## src/rtl/dgram_pkg.sv

```systemverilog
package dgram_pkg;
  localparam int ENTRY_W = 6;
  localparam int CODE_W  = 5;
  localparam int DAC_W   = 6;

  typedef struct packed {
    logic              nxt;
    logic [CODE_W-1:0] code;
  } entry_t;

  localparam logic [CODE_W-1:0] C_ZERO  = 5'h10;
  localparam logic [CODE_W-1:0] C_DA2   = 5'h02;
  localparam logic [CODE_W-1:0] C_DA3   = 5'h03;
  localparam logic [CODE_W-1:0] C_DA4   = 5'h04;
  localparam logic [CODE_W-1:0] C_DA5   = 5'h05;
  localparam logic [CODE_W-1:0] C_PHA   = 5'h06;
  localparam logic [CODE_W-1:0] C_FDA   = 5'h07;
  localparam logic [CODE_W-1:0] C_DB2   = 5'h0A;
  localparam logic [CODE_W-1:0] C_DB3   = 5'h0B;
  localparam logic [CODE_W-1:0] C_DB4   = 5'h0C;
  localparam logic [CODE_W-1:0] C_DB5   = 5'h0D;
  localparam logic [CODE_W-1:0] C_PHB   = 5'h0E;
  localparam logic [CODE_W-1:0] C_FDB   = 5'h0F;

  typedef enum logic [1:0] {
    ST_IDLE = 2'd0,
    ST_LO   = 2'd1,
    ST_HI   = 2'd2
  } eng_state_e;
endpackage

```

## src/rtl/dgram_cfg_ram.sv

```systemverilog
module dgram_cfg_ram
  import dgram_pkg::*;
#(
  parameter int DEPTH = 64,
  localparam int AW   = $clog2(DEPTH)
) (
  input  logic          clk_i,
  input  logic          we_i,
  input  logic [AW-1:0] waddr_i,
  input  entry_t        wdata_i,
  input  logic [AW-1:0] raddr_i,
  output entry_t        rdata_o
);
  // no reset: contents are undefined until the host loads them
  entry_t mem_q [DEPTH];

  always_ff @(posedge clk_i) begin
    if (we_i) mem_q[waddr_i] <= wdata_i;
  end

  // combinational read so the engine can look one entry ahead
  assign rdata_o = mem_q[raddr_i];
endmodule

```

## src/rtl/dgram_bit_select.sv

```systemverilog
module dgram_bit_select
  import dgram_pkg::*;
#(
  parameter int NUM_MOTORS = 3,
  parameter int MIDX_W     = 2
) (
  input  logic [CODE_W-1:0]           code_i,
  input  logic [MIDX_W-1:0]           motor_i,
  input  logic [NUM_MOTORS*DAC_W-1:0] dac_a_i,
  input  logic [NUM_MOTORS*DAC_W-1:0] dac_b_i,
  input  logic [NUM_MOTORS-1:0]       phase_a_i,
  input  logic [NUM_MOTORS-1:0]       phase_b_i,
  input  logic [NUM_MOTORS-1:0]       fdec_a_i,
  input  logic [NUM_MOTORS-1:0]       fdec_b_i,
  output logic                        bit_o
);
  logic [DAC_W-1:0] dac_a_arr [NUM_MOTORS];
  logic [DAC_W-1:0] dac_b_arr [NUM_MOTORS];

  for (genvar m = 0; m < NUM_MOTORS; m++) begin : g_unpack
    assign dac_a_arr[m] = dac_a_i[m*DAC_W +: DAC_W];
    assign dac_b_arr[m] = dac_b_i[m*DAC_W +: DAC_W];
  end

  logic              in_range;
  logic [MIDX_W-1:0] idx;
  logic [2:0]        dac_bit;

  assign in_range = (32'(motor_i) < NUM_MOTORS);
  assign idx      = in_range ? motor_i : '0;
  assign dac_bit  = code_i[2:0];

  always_comb begin
    bit_o = 1'b0;
    if (in_range) begin
      unique case (code_i)
        C_DA2, C_DA3, C_DA4, C_DA5: bit_o = dac_a_arr[idx][dac_bit];
        C_DB2, C_DB3, C_DB4, C_DB5: bit_o = dac_b_arr[idx][dac_bit];
        C_PHA:   bit_o = phase_a_i[idx];
        C_PHB:   bit_o = phase_b_i[idx];
        C_FDA:   bit_o = fdec_a_i[idx];
        C_FDB:   bit_o = fdec_b_i[idx];
        default: bit_o = 1'b0;
      endcase
    end
  end
endmodule

```

## src/rtl/dgram_engine.sv

```systemverilog
module dgram_engine
  import dgram_pkg::*;
#(
  parameter int DEPTH      = 64,
  parameter int NUM_MOTORS = 3,
  parameter int CLK_HALF   = 2,
  localparam int AW        = $clog2(DEPTH),
  localparam int MIDX_W    = (NUM_MOTORS > 1) ? $clog2(NUM_MOTORS) : 1,
  localparam int DIV_W     = (CLK_HALF > 1) ? $clog2(CLK_HALF) : 1
) (
  input  logic              clk_i,
  input  logic              rst_ni,
  input  logic              start_i,
  input  logic [MIDX_W-1:0] last_drv_i,
  input  logic              ent_nxt_i,
  input  logic              ent_bit_i,
  output logic [AW-1:0]     rd_addr_o,
  output logic [MIDX_W-1:0] rd_motor_o,
  output logic              sclk_o,
  output logic              sdo_o,
  output logic              csn_o,
  output logic              busy_o
);
  localparam logic [AW-1:0]     LAST_ADDR  = AW'(DEPTH - 1);
  localparam logic [MIDX_W-1:0] MAX_MOTOR  = MIDX_W'(NUM_MOTORS - 1);
  localparam logic [DIV_W-1:0]  DIV_LAST   = DIV_W'(CLK_HALF - 1);

  eng_state_e        state_q;
  logic [DIV_W-1:0]  div_q;
  logic [AW-1:0]     ptr_q;
  logic [MIDX_W-1:0] motor_q, last_q, last_clamp;
  logic              flag_q, sclk_q, sdo_q, csn_q;
  logic              half_done, frame_end;

  assign last_clamp = (last_drv_i > MAX_MOTOR) ? MAX_MOTOR : last_drv_i;
  assign half_done  = (div_q == DIV_LAST);
  assign frame_end  = (flag_q && (motor_q == last_q)) || (ptr_q == LAST_ADDR);

  // lookahead: the entry for the next bit is read while the current one is on the wire
  assign rd_addr_o  = (state_q == ST_IDLE) ? '0 : ptr_q + AW'(1);
  assign rd_motor_o = (state_q == ST_IDLE) ? '0 : motor_q + MIDX_W'(flag_q);

  always_ff @(posedge clk_i or negedge rst_ni) begin
    if (!rst_ni) begin
      state_q <= ST_IDLE;
      div_q   <= '0;
      ptr_q   <= '0;
      motor_q <= '0;
      last_q  <= '0;
      flag_q  <= 1'b0;
      sclk_q  <= 1'b1;
      sdo_q   <= 1'b0;
      csn_q   <= 1'b1;
    end else begin
      unique case (state_q)
        ST_IDLE: begin
          if (start_i) begin
            state_q <= ST_LO;
            div_q   <= '0;
            ptr_q   <= '0;
            motor_q <= '0;
            last_q  <= last_clamp;
            flag_q  <= ent_nxt_i;
            sdo_q   <= ent_bit_i;
            sclk_q  <= 1'b0;
            csn_q   <= 1'b0;
          end
        end
        ST_LO: begin
          if (half_done) begin
            state_q <= ST_HI;
            div_q   <= '0;
            sclk_q  <= 1'b1;
          end else begin
            div_q   <= div_q + DIV_W'(1);
          end
        end
        ST_HI: begin
          if (half_done) begin
            div_q <= '0;
            if (frame_end) begin
              state_q <= ST_IDLE;
              ptr_q   <= '0;
              motor_q <= '0;
              flag_q  <= 1'b0;
              sdo_q   <= 1'b0;
              csn_q   <= 1'b1;
            end else begin
              state_q <= ST_LO;
              ptr_q   <= ptr_q + AW'(1);
              motor_q <= motor_q + MIDX_W'(flag_q);
              flag_q  <= ent_nxt_i;
              sdo_q   <= ent_bit_i;
              sclk_q  <= 1'b0;
            end
          end else begin
            div_q <= div_q + DIV_W'(1);
          end
        end
        default: state_q <= ST_IDLE;
      endcase
    end
  end

  assign sclk_o = sclk_q;
  assign sdo_o  = sdo_q;
  assign csn_o  = csn_q;
  assign busy_o = (state_q != ST_IDLE);
endmodule

```

## src/rtl/dgram_seq.sv

```systemverilog
module dgram_seq
  import dgram_pkg::*;
#(
  parameter int DEPTH      = 64,
  parameter int NUM_MOTORS = 3,
  parameter int CLK_HALF   = 2,
  localparam int AW        = $clog2(DEPTH),
  localparam int MIDX_W    = (NUM_MOTORS > 1) ? $clog2(NUM_MOTORS) : 1
) (
  input  logic                        clk_i,
  input  logic                        rst_ni,
  input  logic                        start_i,
  input  logic [MIDX_W-1:0]           last_drv_i,
  input  logic                        cfg_we_i,
  input  logic [AW-1:0]               cfg_addr_i,
  input  logic [ENTRY_W-1:0]          cfg_wdata_i,
  input  logic [NUM_MOTORS*DAC_W-1:0] dac_a_i,
  input  logic [NUM_MOTORS*DAC_W-1:0] dac_b_i,
  input  logic [NUM_MOTORS-1:0]       phase_a_i,
  input  logic [NUM_MOTORS-1:0]       phase_b_i,
  input  logic [NUM_MOTORS-1:0]       fdec_a_i,
  input  logic [NUM_MOTORS-1:0]       fdec_b_i,
  output logic                        sclk_o,
  output logic                        sdo_o,
  output logic                        csn_o,
  output logic                        busy_o
);
  entry_t            rd_entry;
  logic [AW-1:0]     rd_addr;
  logic [MIDX_W-1:0] rd_motor;
  logic              sel_bit;

  dgram_cfg_ram #(.DEPTH(DEPTH)) u_ram (
    .clk_i   (clk_i),
    .we_i    (cfg_we_i),
    .waddr_i (cfg_addr_i),
    .wdata_i (entry_t'(cfg_wdata_i)),
    .raddr_i (rd_addr),
    .rdata_o (rd_entry)
  );

  dgram_bit_select #(.NUM_MOTORS(NUM_MOTORS), .MIDX_W(MIDX_W)) u_sel (
    .code_i    (rd_entry.code),
    .motor_i   (rd_motor),
    .dac_a_i   (dac_a_i),
    .dac_b_i   (dac_b_i),
    .phase_a_i (phase_a_i),
    .phase_b_i (phase_b_i),
    .fdec_a_i  (fdec_a_i),
    .fdec_b_i  (fdec_b_i),
    .bit_o     (sel_bit)
  );

  dgram_engine #(
    .DEPTH(DEPTH), .NUM_MOTORS(NUM_MOTORS), .CLK_HALF(CLK_HALF)
  ) u_eng (
    .clk_i      (clk_i),
    .rst_ni     (rst_ni),
    .start_i    (start_i),
    .last_drv_i (last_drv_i),
    .ent_nxt_i  (rd_entry.nxt),
    .ent_bit_i  (sel_bit),
    .rd_addr_o  (rd_addr),
    .rd_motor_o (rd_motor),
    .sclk_o     (sclk_o),
    .sdo_o      (sdo_o),
    .csn_o      (csn_o),
    .busy_o     (busy_o)
  );
endmodule


```

## config.mk

```make
export PLATFORM = sky130hd
export DESIGN_NAME = dgram_seq
export DESIGN_NICKNAME = d
export VERILOG_FILES = /design/src/rtl/dgram_pkg.sv /design/src/rtl/dgram_cfg_ram.sv /design/src/rtl/dgram_bit_select.sv /design/src/rtl/dgram_engine.sv /design/src/rtl/dgram_seq.sv
export SDC_FILE = /design/constraint.sdc
export NUM_CORES = 1
export LEC_CHECK = 0
export ABC_CLOCK_PERIOD_IN_PS = 3300
export BUFFER_PORTS_ARGS = -buffer_cell sky130_fd_sc_hd__buf_2
export CAP_MARGIN = 25
export CORE_ASPECT_RATIO = 0.6
export CORE_MARGIN = 1
export CORE_UTILIZATION = 35
export DETAILED_ROUTE_END_ITERATION = 8
export HOLD_SLACK_MARGIN = 0.08
export PLACE_DENSITY = 0.61
export SYNTH_ARGS = -nofsm -noshare
export SYNTH_HDL_FRONTEND = slang
export SYNTH_SLANG_ARGS = --single-unit
```

## constraint.sdc

```tcl
create_clock -name clk_i -period 3.3 [get_ports clk_i]
set_input_delay 0.66 -clock clk_i [delete_from_list [all_inputs] [get_ports clk_i]]
set_output_delay 0.66 -clock clk_i [all_outputs]
set_load 0.03 [all_outputs]
```

==> results.py <==
metrics = {
    "floorplanning": {
        "die-area_sq_mm": 0.05032,
        "core_sq_mm": 0.04825,
        "ios": 70,
        "row_count": 62,
        "start_util": 0.3583,
        "die_h_um": 174.2,
        "die_w_um": 288.9,
    },
    "timing": {
        "slew_headroom": 0.3320,
        "period_share": 1.041,
        "finalCriticalPeriod_ns": 3.436,
        "fin_worst_skew_ns": 0.02232,
        "hold_viol_final": 0,
        "tightestPinTransition_ns": 1.002,
        "worst_slack_ns": -0.1355,
        "rsz0062_at_grt": "true",
        "final_max_slew_viol_count": 0,
        "max_freq_mhz": 291.1,
        "setup_viol": 1,
    },
    "run_status": {
        "status": "complete, but fails checks",
        "violations": "setup timing",
    },
    "drt": {
        "wirelength_um": 49910,
        "vias_per_cell": 5.579,
        "num_vias": 11559,
        "drtAntennaViolNets": 0,
        "drtIter0Drc": 1352,
        "drt_first_pass_iters": 5,
        "drc": 0,
        "wl_per_cell_um": 24.09,
    },
    "clock_network": {
        "clkSlewWorstSetupHoldPaths_ns": 0.07,
        "cts_tree": "yes",
        "max-clock-path-buffers": 3,
        "clock_sinks": 401,
        "cts-root-buf": "clkbuf_16",
        "cts_buffers": 37,
        "insertion_delay_ns": 0.55,
        "htree_levels": 2,
    },
    "job": {
        "cap_violations": 0,
    },
    "synth": {
        "synth_edf_count": 384,
        "synth_seq_cells": 401,
        "syn_area_sq_mm": 0.01729,
        "async_reset_ff_frac": 0.04239,
        "syn_inst": 1207,
        "syn-num-nets": 1279,
        "synth.distinct_cells": 83,
        "synth.avg_cell_area_sq_um": 14.32,
        "synthFlopType": "edfxtp_1",
        "yosysSeqAreaShare": 0.6918,
        "yosys_warnings": 0,
    },
    "final_layout": {
        "post-route-util": 0.4400,
        "layout.nets": 1475,
        "syn_to_final_growth_pct": 22.80,
        "nFillCells": 4358,
        "register_area_sq_mm": 0.01196,
        "multi_input_area_sq_mm": 0.005156,
        "final_cell_mix": "384 x edfxtp_1, 149 x buf_4, 101 x nand2_1",
        "drive_above_1_share": 0.2767,
        "layout_commonest_cell": "edfxtp_1",
        "fin_cells": 2072,
    },
    "placement": {
        "dpl_worst_slack_ns": -0.2871,
        "place_congestion": 0.9073,
        "port_buffers": 57,
        "dp.cells": 1979,
        "place_hpwl_um": 34060,
    },
    "power_and_ir_drop": {
        "ir_drop_mv": 0.3895,
        "switching_share": 0.3194,
        "power.switching_uw": 4987,
        "p_comb_frac": 0.342,
        "pwr-share-clk": 0.292,
        "p_int_uw": 10630,
        "p_seq_frac": 0.366,
        "p_leak_uw": 0.006988,
        "power.density_mw_per_mm2": 735.5,
    },
    "setup_path": {
        "r2r_end": "u_eng.sdo_o",
        "worst_r2r_path_depth": 14,
        "crit_required_ns": 3.73,
        "path_max_fanout": 8,
        "start_kind": "flop",
        "reg2reg_slack_ns": -0.14,
        "crit_buf_inv": 4,
        "critical_path_arrival_ns": 3.87,
        "path_delay_family": "compound AO/OA/AOI/OAI gates",
        "critPathKind": "flop to flop",
        "reg2reg_from": "u_eng.ptr_q[0]",
        "crit_chain": "ha_4, buf_12, clkbuf_16, buf_4, mux2i_1, nand2_1, o2111ai_1, o211ai_1, a32oi_1, mux2i_1, buf_4, and4bb_2, a211oi_4, o31ai_2",
        "slowest_stage": "dfrtp_4",
        "crit_path_end_kind": "flop",
        "crit_path_max_incr_delay_ns": 0.49,
    },
    "global_route": {
        "grt.overflow.total": 0,
        "grt_usage": 0.1970,
        "met2_usage": 0.2522,
        "grt.met1_usage": 0.3165,
        "top_usage_layer": "met1",
        "grt_pass1_vias": 10901,
        "grt_max_degree": 52,
        "grt_pass1_wl_um": 72660,
        "antenna_found_initial": 0,
        "use_met3": 0.06798,
    },
    "hold_path": {
        "hold_class": "primary input to flop",
        "worstHoldEndpoint": "u_eng.last_q[1]",
        "hold_depth": 2,
        "min_from": "last_drv_i[1]",
    },
}
metal layers:
metal / vias to the layer above / share of wire
li1: 5104 / -
met1: 5851 / 0.48
met2: 544 / 0.39
met3: 60 / 0.12
met4: 0 / 0.013
met5: - / 0
Yosys cell counts (4+ instances only):
cell type	number	area, sq um
mux4_2	18	405.4
a22oi_1	4	30.03
clkbuf_1	29	108.9
a31oi_1	12	75.07
o211ai_1	20	150.1
a311oi_1	16	140.1
nand4_1	6	37.54
mux2_2	5	56.30
ha_1	6	75.07
nand2_1	102	382.9
o221ai_1	8	70.07
buf_4	16	120.1
o311ai_0	4	35.03
nand3b_1	4	30.03
a21o_1	7	52.55
mux2i_1	87	870.8
nand2b_1	5	31.28
nand3_1	62	310.3
a221oi_1	13	113.9
o22ai_1	5	31.28
a21oi_1	27	135.1
o21ai_0	69	345.3
nor2_1	89	334.1
a211oi_1	16	120.1
xnor2_1	4	35.03
or3_1	6	37.54
buf_1	6	22.52
edfxtp_1	384	11530
inv_1	7	26.28
nor3_1	14	70.07
dfrtp_1	15	375.4
a221o_1	5	50.05
a32oi_1	6	52.55
buf_2	33	165.2
nor2b_1	19	118.9
worst max-delay path by stage:
stage,from,end,slack [ns],cells past startpoint
after global placement,u_eng.ptr_q[0],u_eng.sdo_o,-0.30,13
after detailed placement,u_eng.ptr_q[0],u_eng.sdo_o,-0.29,13
after floorplan,u_eng.ptr_q[0],u_eng.sdo_o,0.22,11
after CTS,u_eng.ptr_q[0],u_eng.sdo_o,-0.07,12
after global routing,u_eng.ptr_q[0],u_eng.sdo_o,-0.18,14
final,u_eng.ptr_q[0],u_eng.sdo_o,-0.14,14
registers in the layout, summed over array words and instances, names as in the netlist:
register	cells
u_eng.csn_o	1
u_eng.div_q	1
u_eng.flag_q	1
u_eng.last_q	2
u_eng.motor_q	2
u_eng.ptr_q	6
u_eng.sclk_o	1
u_eng.sdo_o	1
u_eng.state_q	2
u_ram.mem_q	384
power by group through the flow:
stage / Sequential (uW) / Combinational [uW] / Clock [uW]
6_report: 5720 / 5340 / 4550
5_1_grt: 5730 / 5600 / 4790
4_1_cts: 5720 / 4910 / 4590
3_5_place_dp: 5830 / 4610 / 0
3_3_place_gp: 5830 / 4570 / 0
2_1_floorplan: 5850 / 2530 / 0
what timing repair did:
item                       in CTS  in global routing
setup endpoints to repair       1                  2
cloned                          1                  2
hold buffers                    1                  0
pin swaps                      14                 30
hold endpoints to repair       15                  0
gates resized for setup        37                 55
buffers inserted               14                  8
worst reg2reg max path: stages (launching register included):
cell       delay [ns]
dfrtp_4          0.49
ha_4             0.45
buf_12           0.15
clkbuf_16        0.13
buf_4            0.12
mux2i_1          0.31
nand2_1          0.11
o2111ai_1        0.10
o211ai_1         0.24
a32oi_1          0.34
mux2i_1          0.11
buf_4            0.17
and4bb_2         0.32
a211oi_4         0.05
o31ai_2          0.26
per-stage QoR:
step / power [uW] / TNS [ns] / area (sq um) / hold WS (ns)
2_1_floorplan: 8381 / 0 / 17290 / 0.3644
3_3_place_gp: 10400 / -0.2956 / 19350 / 0.4528
3_5_place_dp: 10440 / -0.2871 / 19350 / 0.4631
4_1_cts: 15220 / -0.07483 / 20890 / 0.3693
5_1_grt: 16130 / -0.2292 / 21230 / 0.3836
6_report: 15610 / -0.1355 / 21230 / 0.3802
kinds of logic (layout without fill, tap and decap cells):
| logic type | after synthesis | count (layout) | share of synthesized area |
|---|---|---|---|
| flip-flops | 401 | 401 | 0.6918 |
| XOR/XNOR | 8 | 8 | 0.004922 |
| multiplexers | 110 | 110 | 0.07708 |
| AND/OR/NAND/NOR | 336 | 336 | 0.09184 |
| adder cells (fa/ha/maj) | 6 | 6 | 0.004342 |
| AO/OA/AOI/OAI | 251 | 251 | 0.1023 |
| buffers and inverters | 95 | 319 | 0.02779 |
| other | 0 | 1 | 0 |
cell type report:
type,instances,area share
Sequential cell,401,0.5635
Multi-Input combinational cell,711,0.2429
Timing Repair Buffer,244,0.09507
Clock buffer,43,0.04568
Tap cell,640,0.03772
Clock inverter,24,0.01361
Inverter,8,0.001415
Antenna cell,1,0.0001179
Note: power is estimated with default switching activity, not from simulation.
